## src/rtl/saf_mul.sv

```systemverilog
module saf_mul #(
  parameter int EXP_W    = 6,
  parameter int SUB_W    = 2,
  parameter int MAN_W    = 12,
  parameter int PROD_W   = 16,
  parameter int PROD_LSB = 8
) (
  input  logic                     clk,
  input  logic                     rst_n,
  input  logic                     in_valid,
  input  logic [EXP_W-1:0]         a_exp,
  input  logic [SUB_W-1:0]         a_lsh,
  input  logic signed [MAN_W-1:0]  a_man,
  input  logic [EXP_W-1:0]         b_exp,
  input  logic [SUB_W-1:0]         b_lsh,
  input  logic signed [MAN_W-1:0]  b_man,
  output logic                     out_valid,
  output logic [EXP_W-1:0]         z_exp,
  output logic [SUB_W-1:0]         z_lsh,
  output logic signed [PROD_W-1:0] z_man
);
  localparam int FULL_W = EXP_W + SUB_W;
  localparam int RAW_W  = 2 * MAN_W;
  localparam logic [FULL_W:0] BIAS = (FULL_W+1)'((1 << (FULL_W - 1)) - 1);

  logic [FULL_W:0] exp_sum;
  assign exp_sum = {1'b0, a_exp, a_lsh} + {1'b0, b_exp, b_lsh} - BIAS;

  logic                    s1_v;
  logic [FULL_W-1:0]       s1_full;
  logic signed [MAN_W-1:0] s1_a, s1_b;

  always_ff @(posedge clk) begin
    if (!rst_n) begin
      s1_v    <= 1'b0;
      s1_full <= '0;
      s1_a    <= '0;
      s1_b    <= '0;
    end else begin
      s1_v <= in_valid;
      if (in_valid) begin
        s1_full <= exp_sum[FULL_W-1:0];
        s1_a    <= a_man >>> a_lsh;
        s1_b    <= b_man >>> b_lsh;
      end
    end
  end

  logic signed [RAW_W-1:0] raw;
  assign raw = RAW_W'(s1_a) * RAW_W'(s1_b);

  always_ff @(posedge clk) begin
    if (!rst_n) begin
      out_valid <= 1'b0;
      z_exp     <= '0;
      z_lsh     <= '0;
      z_man     <= '0;
    end else begin
      out_valid <= s1_v;
      if (s1_v) begin
        z_exp <= s1_full[FULL_W-1:SUB_W];
        z_lsh <= s1_full[SUB_W-1:0];
        z_man <= raw[PROD_LSB +: PROD_W];
      end
    end
  end
endmodule

```

## config.mk

```make
export PLATFORM = sky130hd
export DESIGN_NAME = saf_mul
export DESIGN_NICKNAME = d
export VERILOG_FILES = /design/src/rtl/saf_mul.sv
export SDC_FILE = /design/constraint.sdc
export NUM_CORES = 1
export LEC_CHECK = 0
export BUFFER_PORTS_ARGS = -buffer_cell sky130_fd_sc_hd__clkbuf_2
export CORE_UTILIZATION = 60
export DETAILED_ROUTE_END_ITERATION = 10
export GPL_TIMING_DRIVEN = 0
export PLACE_DENSITY = 0.8
export SYNTH_ARGS = -nofsm -noshare
export SYNTH_HDL_FRONTEND = slang
export SYNTH_SLANG_ARGS = --single-unit
```

## constraint.sdc

```tcl
create_clock -name clk -period 12.6 [get_ports clk]
set_input_delay 1.26 -clock clk [delete_from_list [all_inputs] [get_ports clk]]
set_output_delay 1.26 -clock clk [all_outputs]
set_load 0.01 [all_outputs]
```

==> results of run 1 <==
==> worst register-to-register path, cell delays in order, from the launching register on <==
cell	delay, ns
dfxtp_1	0.39
clkbuf_1	0.42
nand2_1	0.19
fa_1	0.56
inv_1	0.06
ha_1	0.50
inv_1	0.20
fa_1	0.51
inv_1	0.06
fa_1	0.53
inv_1	0.05
fa_1	0.49
inv_1	0.05
ha_1	0.35
nand3_1	0.13
o2bb2ai_1	0.09
a221o_1	0.37
o21a_1	0.25
or4_1	0.47
nand3_1	0.10
==> cells by family (layout without fill, tap and decap cells) <==
family                     after synthesis  in the layout
DFF                                     58             58
xor gates and xnor gates                27             27
buffers and inverters                  205            286
AOI/OAI and AO/OA                       83             83
muxes                                   50             50
adders and majority gates              198            198
and+or+nand+nor                        252            252
==> per-layer routing <==
metal  part of all wire (%)  vias to the layer above
met5                      0                        -
met4                    3.4                        0
met3                    4.9                       47
met2                     51                      169
met1                     41                     3007
li1                       -                     2884
==> metrics by stage <==
stage                     total power (W)  area, um^2
final                            0.000750        8890
after CTS                        0.000753        8890
after global placement           0.000500        8590
after global routing             0.000798        8890
after floorplan                  0.000423        8050
after detailed placement         0.000509        8590
==> flip-flops by register name, indices dropped and copies added, names as in the netlist <==
register and cells:
s1_full 8, z_exp 6, z_lsh 2, s1_b 12
s1_v 1, s1_a 12, out_valid 1, z_man 16
==> layout make-up <==
type / instances / area, um^2
multi-input cells: 610 / 6110
fillers: 1051 / 3940
flip-flops and latches: 58 / 1160
inverters: 161 / 604
repair buffers: 66 / 330
clock buffers: 10 / 239
well taps: 172 / 215
plain buffers: 44 / 175
clock inverters: 5 / 55.1
==> final timing paths <==
path / startpoint / end / slack (ns) / cells past startpoint
min: z_man[1] / z_man[1] / 0.47 / 2
min reg2reg: z_man[1] / z_man[1] / 0.47 / 2
max: s1_a[11] / z_man[12] / 6.78 / 19
max reg2reg: s1_a[11] / z_man[12] / 6.78 / 19
==> cells in the final DEF, fill, tap and decap left out, types with 4 or more instances in the layout <==
| cell type | synthesis | routed |
|---|---|---|
| a211o_1 | 6 | 6 |
| a211oi_1 | 6 | 6 |
| a21o_1 | 4 | 4 |
| a21oi_1 | 20 | 20 |
| a31oi_1 | 6 | 6 |
| and2_1 | 41 | 41 |
| clkbuf_1 | 41 | 41 |
| clkbuf_16 | 0 | 9 |
| clkbuf_2 | 0 | 66 |
| dfxtp_1 | 58 | 58 |
| fa_1 | 137 | 137 |
| ha_1 | 61 | 61 |
| inv_1 | 160 | 160 |
| mux2_2 | 4 | 4 |
| mux2i_1 | 36 | 36 |
| mux4_2 | 10 | 10 |
| nand2_1 | 109 | 109 |
| nand2b_1 | 11 | 11 |
| nand3_1 | 8 | 8 |
| nand3b_1 | 7 | 7 |
| nor2_1 | 51 | 51 |
| nor2b_1 | 10 | 10 |
| nor3_1 | 5 | 5 |
| o211ai_1 | 6 | 6 |
| o21ai_0 | 16 | 16 |
| xnor2_1 | 17 | 17 |
| xor2_1 | 10 | 10 |
==> synth_stat cells (all sizes together), types with 7 or more instances <==
library cell	number	area [um^2]
nand2b	11	68.8
nor2	51	191
a21oi	20	100
fa	137	2740
ha	61	763
o21ai	16	80.1
dfxtp	58	1160
xnor2	17	149
mux4	10	225
nand2	109	409
and2	41	257
nor2b	10	62.6
nand3b	7	52.6
nand3	8	40.0
inv	160	601
xor2	10	87.6
clkbuf	42	168
mux2i	36	360
==> power by group through the flow <==
stage / logic (W) / clock network, W / registers [W]
2_1_floorplan: 0.000208 / 0 / 0.000215
3_3_place_gp: 0.000284 / 0 / 0.000216
3_5_place_dp: 0.000293 / 0 / 0.000216
4_1_cts: 0.000296 / 0.000244 / 0.000213
5_1_grt: 0.000331 / 0.000253 / 0.000215
6_report: 0.000294 / 0.000243 / 0.000213
==> impl_metrics.tcl, run 1 <==
set metrics [dict create \
    p_int_w 0.000479 \
    power_frac_comb_pct 39.2 \
    syn_avg_cell_area_um2 9.22 \
    cp.arrival_ns 6.09 \
    critPathKind "flop to flop" \
    finalNonFillerCells 1126 \
    p_leak_nw 4.46 \
    cts_htree_levels 3 \
    crit_chain "clkbuf_1 > nand2_1 > fa_1 > inv_1 > ha_1 > inv_1 > fa_1 > inv_1 > fa_1 > inv_1 > fa_1 > inv_1 > ha_1 > nand3_1 > o2bb2ai_1 > a221o_1 > o21a_1 > or4_1 > nand3_1" \
    drc 0 \
    place_hpwl_mm 15.0 \
    dieWidth_um 118 \
    grt_usage_pct 27.5 \
    post-route-util_pct 69.3 \
    cts_root_buf "clkbuf_16" \
    p_switching_w 0.000271 \
    synth_top_family_by_area "adder cells" \
    outcome "completed" \
    coreArea_um2 12800 \
    fmax_mhz 172 \
    num_rows 41 \
    busiest_layer "met2" \
    grt-ovfl-total 0 \
    clk_path_buf_depth 2 \
    cts_buffers 9 \
    grt_pass1_wl_mm 30.2 \
    drv_slew 0 \
    place_worst_setup_slack_ns 6.85 \
    syn-instance-count 873 \
    clk_pin_slew_ns 0.05 \
    max_stage_delay_ns 0.56 \
    whs_ns 0.470 \
    ios 68 \
    cpMostUsedCell "inv_1" \
    ys.flop_type "dfxtp_1" \
    synth-seq-area-share_pct 14.4 \
    synth_xor_area_share_pct 2.94 \
    drt_wl_total_mm 18.0 \
    synth_compound_area_share_pct 6.84 \
    crit_required_ns 12.86 \
    finalSetupViolCount 0 \
    finalCriticalPeriod_ns 5.82 \
    cts-resized-gates 0 \
    rsz0062_at_grt "no" \
    grt_pass1_vias 6488 \
    crit_buf_inv 6 \
    area_growth_pct 10.4 \
    min_path_type "flop to flop" \
    dp_cells 1111 \
    muxShareOfSynthArea_pct 7.84 \
    grt_max_degree 11 \
    die_y_um 118 \
    antenna_found_initial 0 \
    viasPerCell 5.42 \
    sw_frac_of_total_pct 36.2 \
    die_area_um2 13900 \
    p_per_area_nw_per_um2 84.4 \
    antenna_cells 0 \
    post-cts-setup-buffers 0 \
    synth_fa_ha_area_share_pct 43.6 \
    gr-usage-met2_pct 48.2 \
    synth_edf_count 0 \
    ys_warn_count 0 \
    hold_violations 0 \
    clock_skew_ns 0.00655 \
    maxSlewHeadroom_pct 40.7 \
    ys_ff_latch 58 \
    clkPwrFrac_pct 32.4 \
    post-route-period-util_pct 46.2 \
    cp-start-kind "flop" \
    met3_usage_pct 4.12 \
    path_delay_family "adder cells" \
    vdd_drop_max_mv 0.0684 \
    tns_ns 0 \
    syn_nets 1114 \
    cts_tree "built" \
    ant_nets 0 \
    endpoint_kind "flop" \
    worstSkewPairLatency_ns 0.33 \
    cap_viol_max_count 0 \
    drt_iter0_drc 227 \
    via_count 6107 \
    numPortBuffers 66 \
    worst_pin_slew_ns 0.890 \
    cp_slowest_cell "fa_1" \
    synth-simple-area-share_pct 14.7 \
    start_util_pct 62.7 \
    async_flop_share_pct 0 \
    cts_hold_buf 0 \
    layout_setup_ws_ns 6.78 \
    use_met1_pct 33.7 \
    drive_gt1_share_pct 10.8 \
    finalWeightedCongestion 0.849 \
    post_drt_wl_per_cell_um 16.0 \
    dr.pass1.iters 5 \
    path_max_fanout 10 \
    nets 1191 \
    clock_sinks 58 \
    power_frac_seq_pct 28.4 \
    yosysUniqueCellTypes 50 \
    syn_area_um2 8050 \
]
No activity file was read; power rests on OpenSTA's default activity.
==> run 2, diff against run 1 <==
==> constraint.sdc (replaced) <==
create_clock -name clk -period 5.5 [get_ports clk]
set_input_delay 0.55 -clock clk [delete_from_list [all_inputs] [get_ports clk]]
set_output_delay 0.55 -clock clk [all_outputs]
set_load 0.01 [all_outputs]
==> run 2 against run 1 <==
Core utilization rose by 0.89 points. Sequential cell count did not move. Combinational power rose by 130%. Highest routed layer unchanged. Largest cell class unchanged. Wire length rose by 0.92%. Largest power group unchanged. First-iteration DRC count rose by 28%. Maximum frequency rose by 8.6%. Hold slack improved by 0.0023 ns. Die area did not move.
==> impl_metrics.tcl, run 2 (synthesis results as in run 1) <==
set metrics [dict create \
    outcome "completed" \
    cts_htree_levels 3 \
    endpoint_kind "flop" \
    p_leak_nw 4.54 \
    worst_pin_slew_ns 0.880 \
    post-route-period-util_pct 97.5 \
    via_count 6120 \
    grt-ovfl-total 0 \
    grt_max_degree 13 \
    dp_cells 1111 \
    drv_slew 0 \
    drt_iter0_drc 290 \
    hold_path_end "z_man[1]" \
    drt_wl_total_mm 18.2 \
    finalNonFillerCells 1124 \
    finalPower_w 0.00173 \
    cts_root_buf "clkbuf_16" \
    start_util_pct 62.7 \
    clock_skew_ns 0.00698 \
    cp.arrival_ns 5.62 \
    clk_pin_slew_ns 0.05 \
    rr_worst_depth 17 \
    min_path_cells 2 \
    min-delay-start "z_man[1]" \
    clk_path_buf_depth 2 \
    multi_input_area_um2 6130 \
    drive_gt1_share_pct 14.1 \
    ant_nets 0 \
    antenna_found_initial 0 \
    min_path_type "flop to flop" \
    viasPerCell 5.44 \
    maxSlewHeadroom_pct 41.3 \
    die_area_um2 13900 \
    place_hpwl_mm 15.0 \
    vdd_drop_max_mv 0.156 \
    reg2reg_to "z_man[12]" \
    post_drt_wl_per_cell_um 16.2 \
    tns_ns 0 \
    cap_viol_max_count 0 \
    postPlaceCellArea_um2 8590 \
    p_per_area_nw_per_um2 193 \
    fmax_mhz 186 \
    clock_sinks 58 \
    top_register "z_man" \
    ios 68 \
    grt_usage_pct 27.6 \
    worstSkewPairLatency_ns 0.33 \
    final_common_cell "inv_1" \
    die_y_um 118 \
    numPortBuffers 66 \
    mostFrequentLayoutCells "inv_1 (159), fa_1 (137), nand2_1 (109)" \
    nets 1189 \
    cts_tree "built" \
    antenna_cells 0 \
    finalSetupViolCount 0 \
    num_rows 41 \
    cts_buffers 9 \
    dieWidth_um 118 \
    finalCriticalPeriod_ns 5.36 \
    hold_violations 0 \
    r2r_setup_slack_ns 0.14 \
    grt_pass1_wl_mm 30.2 \
    drc 0 \
    grt_pass1_vias 6489 \
    area_growth_pct 11.8 \
    fin_area_um2 9000 \
    top_regs "z_man x16, s1_a x12, s1_b x12" \
    r2r-start "s1_b[6]" \
    ff_latch_area_um2 1170 \
    coreArea_um2 12800 \
    path_max_fanout 10 \
    largest_register_ffs 16 \
    dr.pass1.iters 6 \
    cp-start-kind "flop" \
    crit_required_ns 5.76 \
    critPathKind "flop to flop" \
    finalWeightedCongestion 0.849 \
    nFillCells 1040 \
]
[run 2: changes by cell type in the layout (fill, tap and decap cells not counted), sizes merged]
cell and change:
buf +10, clkbuf -12, clkinv -1, inv +1
[run 2: final cells by class]
| type | count | area share, % |
|---|---|---|
| Sequential cell | 58 | 13.0 |
| Inverter | 161 | 6.74 |
| Multi-Input combinational cell | 610 | 68.1 |
| Tap cell | 172 | 2.39 |
| Timing Repair Buffer | 66 | 3.67 |
| Clock inverter | 5 | 0.612 |
| Clock buffer | 10 | 2.66 |
| Buffer | 42 | 2.85 |
[run 2: metal layers]
layer	track usage (%)	vias up	share of wire, %
met5	0	-	0
met4	11.8	0	3.4
met3	4.12	42	4.7
met2	48.4	186	51
met1	33.6	3014	41
li1	-	2878	-
[run 2: timing repair]
| item | 4_1_cts | 5_1_grt |
|---|---|---|
| endpoints found under the hold margin | 0 | 0 |
| gates resized for setup | 19 | 65 |
| gates cloned | 0 | 0 |
| endpoints found under the setup margin | 6 | 8 |
| setup buffers | 0 | 0 |
| hold buffers | 0 | 0 |
[run 2: worst max path at each step]
stage,start,cells past startpoint,endpoint
2_1_floorplan,s1_a[11],19,z_man[12]
3_3_place_gp,s1_a[11],19,z_man[12]
3_5_place_dp,s1_a[11],19,z_man[12]
4_1_cts,s1_a[11],19,z_man[12]
5_1_grt,s1_a[6],17,z_man[12]
6_report,s1_b[6],17,z_man[12]
[run 2: where the power goes]
part	internal (W)	total (W)	switching, W
registers	0.000458	0.000493	0.0000342
logic	0.000291	0.000683	0.000392
clock network	0.000358	0.000557	0.000199
total	0.00111	0.00173	0.000625
[run 2: worst max-delay path: stages (launching register included)]
cell	delay (ns)
dfxtp_1	0.43
buf_6	0.19
nand2_1	0.09
fa_1	0.53
inv_1	0.05
fa_1	0.55
fa_1	0.44
fa_1	0.49
inv_1	0.05
fa_1	0.49
inv_1	0.05
ha_1	0.34
a21o_1	0.23
o2bb2ai_1	0.14
a221o_1	0.38
o21a_1	0.26
or4_1	0.47
nand3_1	0.10
[run 2: through the flow]
| step | utilization, % | hold slack, ns | setup WS [ns] |
|---|---|---|---|
| after floorplan | - | 0.456 | 0.357 |
| after global placement | 67.0 | 0.456 | -0.179 |
| after detailed placement | 67.0 | 0.460 | -0.247 |
| after CTS | 69.4 | 0.470 | 0.0103 |
| after global routing | 70.2 | 0.504 | -0.0110 |
| final | 70.2 | 0.472 | 0.138 |
